$ cat src/rtl/pfg_pkg.sv
package pfg_pkg;

  typedef enum logic [1:0] {
    ST_PROT  = 2'd0,  // write-protected, waiting for a good supply
    ST_RECOV = 2'd1,  // supply good, lockout count running
    ST_PASS  = 2'd2,  // enable passes through
    ST_DRAIN = 2'd3   // fault seen, running access allowed to end
  } pfg_state_e;

  function automatic logic pfg_passes(input pfg_state_e s);
    return (s == ST_PASS) || (s == ST_DRAIN);
  endfunction

endpackage

$ cat src/rtl/pfg_flag_sync.sv
module pfg_flag_sync #(
  parameter int STAGES = 2
) (
  input  logic clk,
  input  logic rst_n,
  input  logic flag_in,
  output logic flag_out
);

  generate
    if (STAGES == 0) begin : g_bypass
      assign flag_out = flag_in;
    end else begin : g_chain
      // reset to the fault level so that a full recovery follows reset
      logic [STAGES-1:0] chain_q;
      always_ff @(posedge clk or negedge rst_n) begin
        if (!rst_n) chain_q <= '1;
        else        chain_q <= {chain_q[STAGES-2 >= 0 ? STAGES-2 : 0 : 0], flag_in} >> 0;
      end
      assign flag_out = chain_q[STAGES-1];
    end
  endgenerate

endmodule

$ cat src/rtl/pfg_timer.sv
module pfg_timer #(
  parameter int CW = 8
) (
  input  logic          clk,
  input  logic          rst_n,
  input  logic          load,
  input  logic [CW-1:0] load_val,
  input  logic          dec,
  output logic          zero
);

  logic [CW-1:0] cnt_q;

  always_ff @(posedge clk or negedge rst_n) begin
    if (!rst_n)                      cnt_q <= '0;
    else if (load)                   cnt_q <= load_val;
    else if (dec && cnt_q != '0)     cnt_q <= cnt_q - 1'b1;
  end

  assign zero = (cnt_q == '0);

endmodule

$ cat src/rtl/pfg_ctrl.sv
module pfg_ctrl
  import pfg_pkg::*;
#(
  parameter int CW             = 8,
  parameter int RECOV_CYC      = 20,
  parameter int WRITE_PROT_CYC = 8
) (
  input  logic       clk,
  input  logic       rst_n,
  input  logic       fault,
  input  logic       ce_raw_n,
  input  logic       ce_out_n,
  input  logic       tmr_zero,
  output logic       tmr_load,
  output logic [CW-1:0] tmr_val,
  output logic       tmr_dec,
  output pfg_state_e state
);

  localparam logic [CW-1:0] RECOV_LOAD = CW'(RECOV_CYC - 1);
  localparam logic [CW-1:0] DRAIN_LOAD = CW'(WRITE_PROT_CYC - 1);

  pfg_state_e state_q, state_d;

  always_comb begin
    state_d  = state_q;
    tmr_load = 1'b0;
    tmr_val  = RECOV_LOAD;
    tmr_dec  = 1'b0;
    unique case (state_q)
      ST_PROT: begin
        if (!fault) begin
          state_d  = ST_RECOV;
          tmr_load = 1'b1;
          tmr_val  = RECOV_LOAD;
        end
      end
      ST_RECOV: begin
        if (fault)         state_d = ST_PROT;
        else if (tmr_zero) state_d = ST_PASS;
        else               tmr_dec = 1'b1;
      end
      ST_PASS: begin
        if (fault) begin
          if (!ce_raw_n) begin
            state_d  = ST_DRAIN;
            tmr_load = 1'b1;
            tmr_val  = DRAIN_LOAD;
          end else begin
            state_d  = ST_PROT;
          end
        end
      end
      ST_DRAIN: begin
        if (ce_raw_n || tmr_zero) state_d = ST_PROT;
        else                      tmr_dec = 1'b1;
      end
      default: state_d = ST_PROT;
    endcase
  end

  always_ff @(posedge clk or negedge rst_n) begin
    if (!rst_n) state_q <= ST_PROT;
    else        state_q <= state_d;
  end

  assign state = state_q;

  // drain length observer for the timeout property
  logic [CW-1:0] drain_len_q;
  always_ff @(posedge clk or negedge rst_n) begin
    if (!rst_n)                  drain_len_q <= '0;
    else if (state_q == ST_DRAIN) drain_len_q <= drain_len_q + 1'b1;
    else                         drain_len_q <= '0;
  end

  a_r6_drain_bounded: assert property (@(posedge clk) disable iff (!rst_n)
    (state_q == ST_DRAIN) |-> (drain_len_q < CW'(WRITE_PROT_CYC)));

  a_r5_drain_entry: assert property (@(posedge clk) disable iff (!rst_n)
    (state_q == ST_PASS && fault && !ce_raw_n) |=> (state_q == ST_DRAIN));

  a_r4_fault_blocks: assert property (@(posedge clk) disable iff (!rst_n)
    (fault && ce_raw_n) |=> ce_out_n);

  a_r7_fault_restarts: assert property (@(posedge clk) disable iff (!rst_n)
    (state_q == ST_RECOV && fault) |=> (state_q == ST_PROT));

  a_r2_release_after_count: assert property (@(posedge clk) disable iff (!rst_n)
    $rose(state_q == ST_PASS) |-> ($past(state_q) == ST_RECOV && $past(tmr_zero)));

endmodule

$ cat src/rtl/pf_ce_gate.sv
module pf_ce_gate
  import pfg_pkg::*;
#(
  parameter int SYNC_STAGES    = 2,
  parameter int RECOV_CYC      = 16000000,
  parameter int WRITE_PROT_CYC = 20000
) (
  input  logic clk,
  input  logic rst_n,
  input  logic ce_raw_n,
  input  logic fault_tight,
  input  logic fault_loose,
  input  logic tol_sel,
  output logic ce_gated_n
);

  localparam int MAXCYC = (RECOV_CYC > WRITE_PROT_CYC) ? RECOV_CYC : WRITE_PROT_CYC;
  localparam int CW     = $clog2(MAXCYC + 1);

  logic          flag_sel;
  logic          fault_s;
  logic          tmr_load, tmr_dec, tmr_zero;
  logic [CW-1:0] tmr_val;
  pfg_state_e    state;

  assign flag_sel = tol_sel ? fault_loose : fault_tight;

  pfg_flag_sync #(.STAGES(SYNC_STAGES)) u_sync (
    .clk      (clk),
    .rst_n    (rst_n),
    .flag_in  (flag_sel),
    .flag_out (fault_s)
  );

  pfg_timer #(.CW(CW)) u_timer (
    .clk      (clk),
    .rst_n    (rst_n),
    .load     (tmr_load),
    .load_val (tmr_val),
    .dec      (tmr_dec),
    .zero     (tmr_zero)
  );

  pfg_ctrl #(
    .CW             (CW),
    .RECOV_CYC      (RECOV_CYC),
    .WRITE_PROT_CYC (WRITE_PROT_CYC)
  ) u_ctrl (
    .clk      (clk),
    .rst_n    (rst_n),
    .fault    (fault_s),
    .ce_raw_n (ce_raw_n),
    .ce_out_n (ce_gated_n),
    .tmr_zero (tmr_zero),
    .tmr_load (tmr_load),
    .tmr_val  (tmr_val),
    .tmr_dec  (tmr_dec),
    .state    (state)
  );

  assign ce_gated_n = pfg_passes(state) ? ce_raw_n : 1'b1;

  always_comb begin
    if (!rst_n) a_r1_reset_protects: assert (ce_gated_n);
  end

endmodule

$ cat config.mk
export PLATFORM = sky130hd
export DESIGN_NAME = pf_ce_gate
export DESIGN_NICKNAME = d
export VERILOG_FILES = /design/src/rtl/pfg_pkg.sv /design/src/rtl/pfg_flag_sync.sv /design/src/rtl/pfg_timer.sv /design/src/rtl/pfg_ctrl.sv /design/src/rtl/pf_ce_gate.sv
export SDC_FILE = /design/constraint.sdc
export NUM_CORES = 1
export LEC_CHECK = 0
export BUFFER_PORTS_ARGS = -buffer_cell sky130_fd_sc_hd__buf_2
export CAP_MARGIN = 15
export CORE_ASPECT_RATIO = 2
export CORE_MARGIN = 4
export CORE_UTILIZATION = 30
export DETAILED_ROUTE_END_ITERATION = 10
export PLACE_DENSITY = 0.51
export SLEW_MARGIN = 20
export SYNTH_ARGS = -nofsm -noshare
export SYNTH_HDL_FRONTEND = slang
export SYNTH_SLANG_ARGS = --single-unit
$ cat constraint.sdc
create_clock -name clk -period 2.3 [get_ports clk]
set_input_delay 0 -clock clk [delete_from_list [all_inputs] [get_ports clk]]
set_output_delay 0 -clock clk [all_outputs]
set_load 0.05 [all_outputs]
==> metrics.md <==
| Metric | Value |
|---|---|
| GP Congestion | 0.823 |
| Headroom to the max-slew limit | 0.557 |
| Clk sink count | 28 |
| Crit. End Element | flip-flop |
| # setup viols final | 0 |
| Yosys Warn Count | 0 |
| Delay-heaviest family, CP | compound AO/OA/AOI/OAI gates |
| P_leak | 0.789 nW |
| Switching pwr | 0.350 mW |
| DR vias | 1431 |
| Max Transition Viols Final | 0 |
| Layout area overhead | 16.0% |
| Fin crit period | 1.98 ns |
| Maximum clock path buffer count | 2 |
| Sequential Power Share | 0.534 |
| Pre-Repair DR Iteration Count | 4 |
| Main area contributors after synthesis | dfrtp_1, o21ai_0, a21oi_1 |
| Cell total after placement | 251 |
| DR WL/cell | 16.7 um |
| PD cells | 587 nW/um^2 |
| Non-filler cells, final | 258 |
| Skew final | 0.00751 ns |
| Number of synthesized flops with an enable pin | 0 |
| Outcome | finished, final reports clean |
| Syn nets | 188 |
| Fin Hold WS | 0.103 ns |
| Clk network pwr share | 0.279 |
| DRT Wirelength | 4300 um |
| Startpoint Class | flip-flop |
| CTS root buf | clkbuf_8 |
| Hold Path Class | primary input to flip-flop |
| DP HPWL | 3200 um |
| Logic pwr share | 0.187 |
| Worst Tran Pin Value | 0.665 ns |
| Number of diodes | 0 |
| FMAX | 504 MHz |
| Met1 WL | 1690 um |
| H-tree depth | 1 |
| Syn_area_per_cell | 9.22 um^2 |
| Net count, final | 207 |
| Asr flop ratio synth | 1.00 |
| Cells after synthesis | 180 |
| CTS buffer count | 3 |
| Initial core utilization | 0.306 |
| Worst reg2reg path depth | 8 |
| Antenna Nets Post-Route | 0 |
| Number of global-route vias before repair | 1473 |
| Via/cell ratio | 5.55 |
| Cell taking the most area after synthesis | dfrtp_1 |
| Sequential element share of the synthesized area | 0.424 |
| Leading register cell type out of synthesis | dfrtp_1 |
| Initial antenna violation count | 0 |
| Gr usage total | 0.139 |
| Crit Path Class | flip-flop to flip-flop |
| # IOs | 7 |
| Routed wl met2 | 2370 um |
| Internal Power | 0.781 mW |
| Grt ovf | 0 |
| Die area | 6860 um^2 |
| Netlist Area Pre-Place | 1660 um^2 |
| Die Y | 113 um |
| Clock latency on the worst-skew pair | 0.28 ns |
| Worst path cell trace | inv_1, ha_1, nor3b_1, nand4_2, buf_4, o21ai_2, o21ai_0, a21oi_1 |
| CORE AREA | 5420 um^2 |
| Crit-path max FO | 8 |
| Worst hold stages | 3 |
| Met3 wire len | 115 um |
| Synth Register Bits | 28 |
| Layout cells sized above 1 | 0.207 |
| Highest metal layer with signal wires | met4 |
| Buf/Inv on CP | 2 |
| Hold Vio Cnt, Final | 0 |
| Post-route setup TNS | 0 ns |
| Residual DRC | 0 |
| RSZ-0062 raised after global routing | false |
| Number of port buffers | 6 |
| Largest net degree at the start of global routing | 31 |
| Initial DRC Count | 70 |
| Crit path largest cell delay | 0.39 ns |
| Library cells used by synthesis | 51 |
| Tcrit/Tclk final | 0.863 |
| CTS tree | done |
| VDD IR max | 0.296 mV |
| Required time of the critical path | 2.51 ns |
| Clock slew seen by the registers of the worst setup and hold paths | 0.10 ns |
| Global-route wire length before repair | 7310 um |
| Filler cell count | 571 |
| Die Width | 60.6 um |
| Crit-path slowest cell | dfrtp_1 |
| Yosys top cell area share | 0.392 |
| Post-CTS setup buffers | 0 |
| WP depth | 8 |
| Max_cap viols | 0 |
| Synth cell count leaders | dfrtp_1, o21ai_0, a21oi_1 |
| Num rows | 38 |
| Switching share of power | 0.310 |
| Crit path arrival time | 2.19 ns |
-- placed cells by master (no fill, tap or decap), types with 3 or more instances in the layout --
cell	Yosys	routed
inv_1	8	8
nor2_1	14	14
nor3_1	5	5
dlygate4sd3_1	0	3
buf_4	1	11
clkbuf_8	0	4
dfrtp_1	26	26
nor4_2	3	4
mux2i_1	4	4
nor4_1	5	4
a31oi_1	9	9
nand2_1	8	8
buf_2	2	6
a21oi_1	16	16
o21ai_0	26	26
-- worst min-delay path: stages --
cell and delay (ns):
buf_2 0.12, o22ai_1 0.10, a21o_1 0.13
-- worst paths after layout --
path	slack (ns)	endpoint	startpoint
worst min register to register	0.36	u_sync.g_chain.chain_q[1]	u_sync.g_chain.chain_q[0]
min in group asynchronous	0.28	u_timer.cnt_q[10]	rst_n
worst max register to register	0.32	u_timer.cnt_q[12]	u_timer.cnt_q[0]
worst max-delay path	0.32	u_timer.cnt_q[12]	u_timer.cnt_q[0]
max in group asynchronous	1.59	u_timer.cnt_q[11]	rst_n
worst min-delay path	0.10	u_ctrl.state[1]	ce_raw_n
-- metal layers --
metal	track usage	vias up
met5	0	-
met4	0.0579	0
met3	0.0205	11
met2	0.248	27
met1	0.155	691
li1	-	702
-- flip-flops by register name (all words and copies together) (netlist names) --
register                flops
u_timer.cnt_q              24
u_sync.g_chain.chain_q      2
u_ctrl.state                2
-- final cells by class --
cell class	instances	area, um^2	area share
clock buffers	4	55.1	0.0286
well taps	60	75.1	0.0390
repair buffers	21	163	0.0845
flip-flops and latches	28	703	0.365
multi-input cells	136	896	0.465
inverters	9	33.8	0.0175
-- stage by stage --
step            util  power [mW]  setup WS, ns  area (um^2)
2_1_floorplan      -       0.736         0.477         1660
3_3_place_gp   0.338       0.820         0.244         1830
3_5_place_dp   0.338       0.819         0.290         1830
4_1_cts        0.354        1.14         0.270         1920
5_1_grt        0.355        1.20         0.126         1930
6_report       0.355        1.13         0.316         1930
-- cell families after synthesis --
kind of cell	after synthesis	share of synthesized area
XOR/XNOR	3	0.0158
adder cells (fa/ha/maj)	2	0.0151
AO/OA/AOI/OAI	67	0.245
flip-flops	28	0.424
buffers and inverters	16	0.0407
multiplexers	5	0.0309
AND/OR/NAND/NOR	59	0.229
-- power groups by stage --
stage | Combinational (mW) | Clock [mW] | Sequential (mW)
floorplan | 0.141 | 0 | 0.595
global placement | 0.208 | 0 | 0.611
detailed placement | 0.208 | 0 | 0.611
CTS | 0.213 | 0.323 | 0.602
global route | 0.239 | 0.344 | 0.612
finish | 0.212 | 0.316 | 0.604
-- repair_timing --
item | in CTS | in global routing
hold buffers | 3 | 0
endpoints found under the hold margin | 27 | 0
setup endpoints to repair | 0 | 1
gates resized for setup | 0 | 1
No activity file was read; power rests on OpenSTA's default activity.
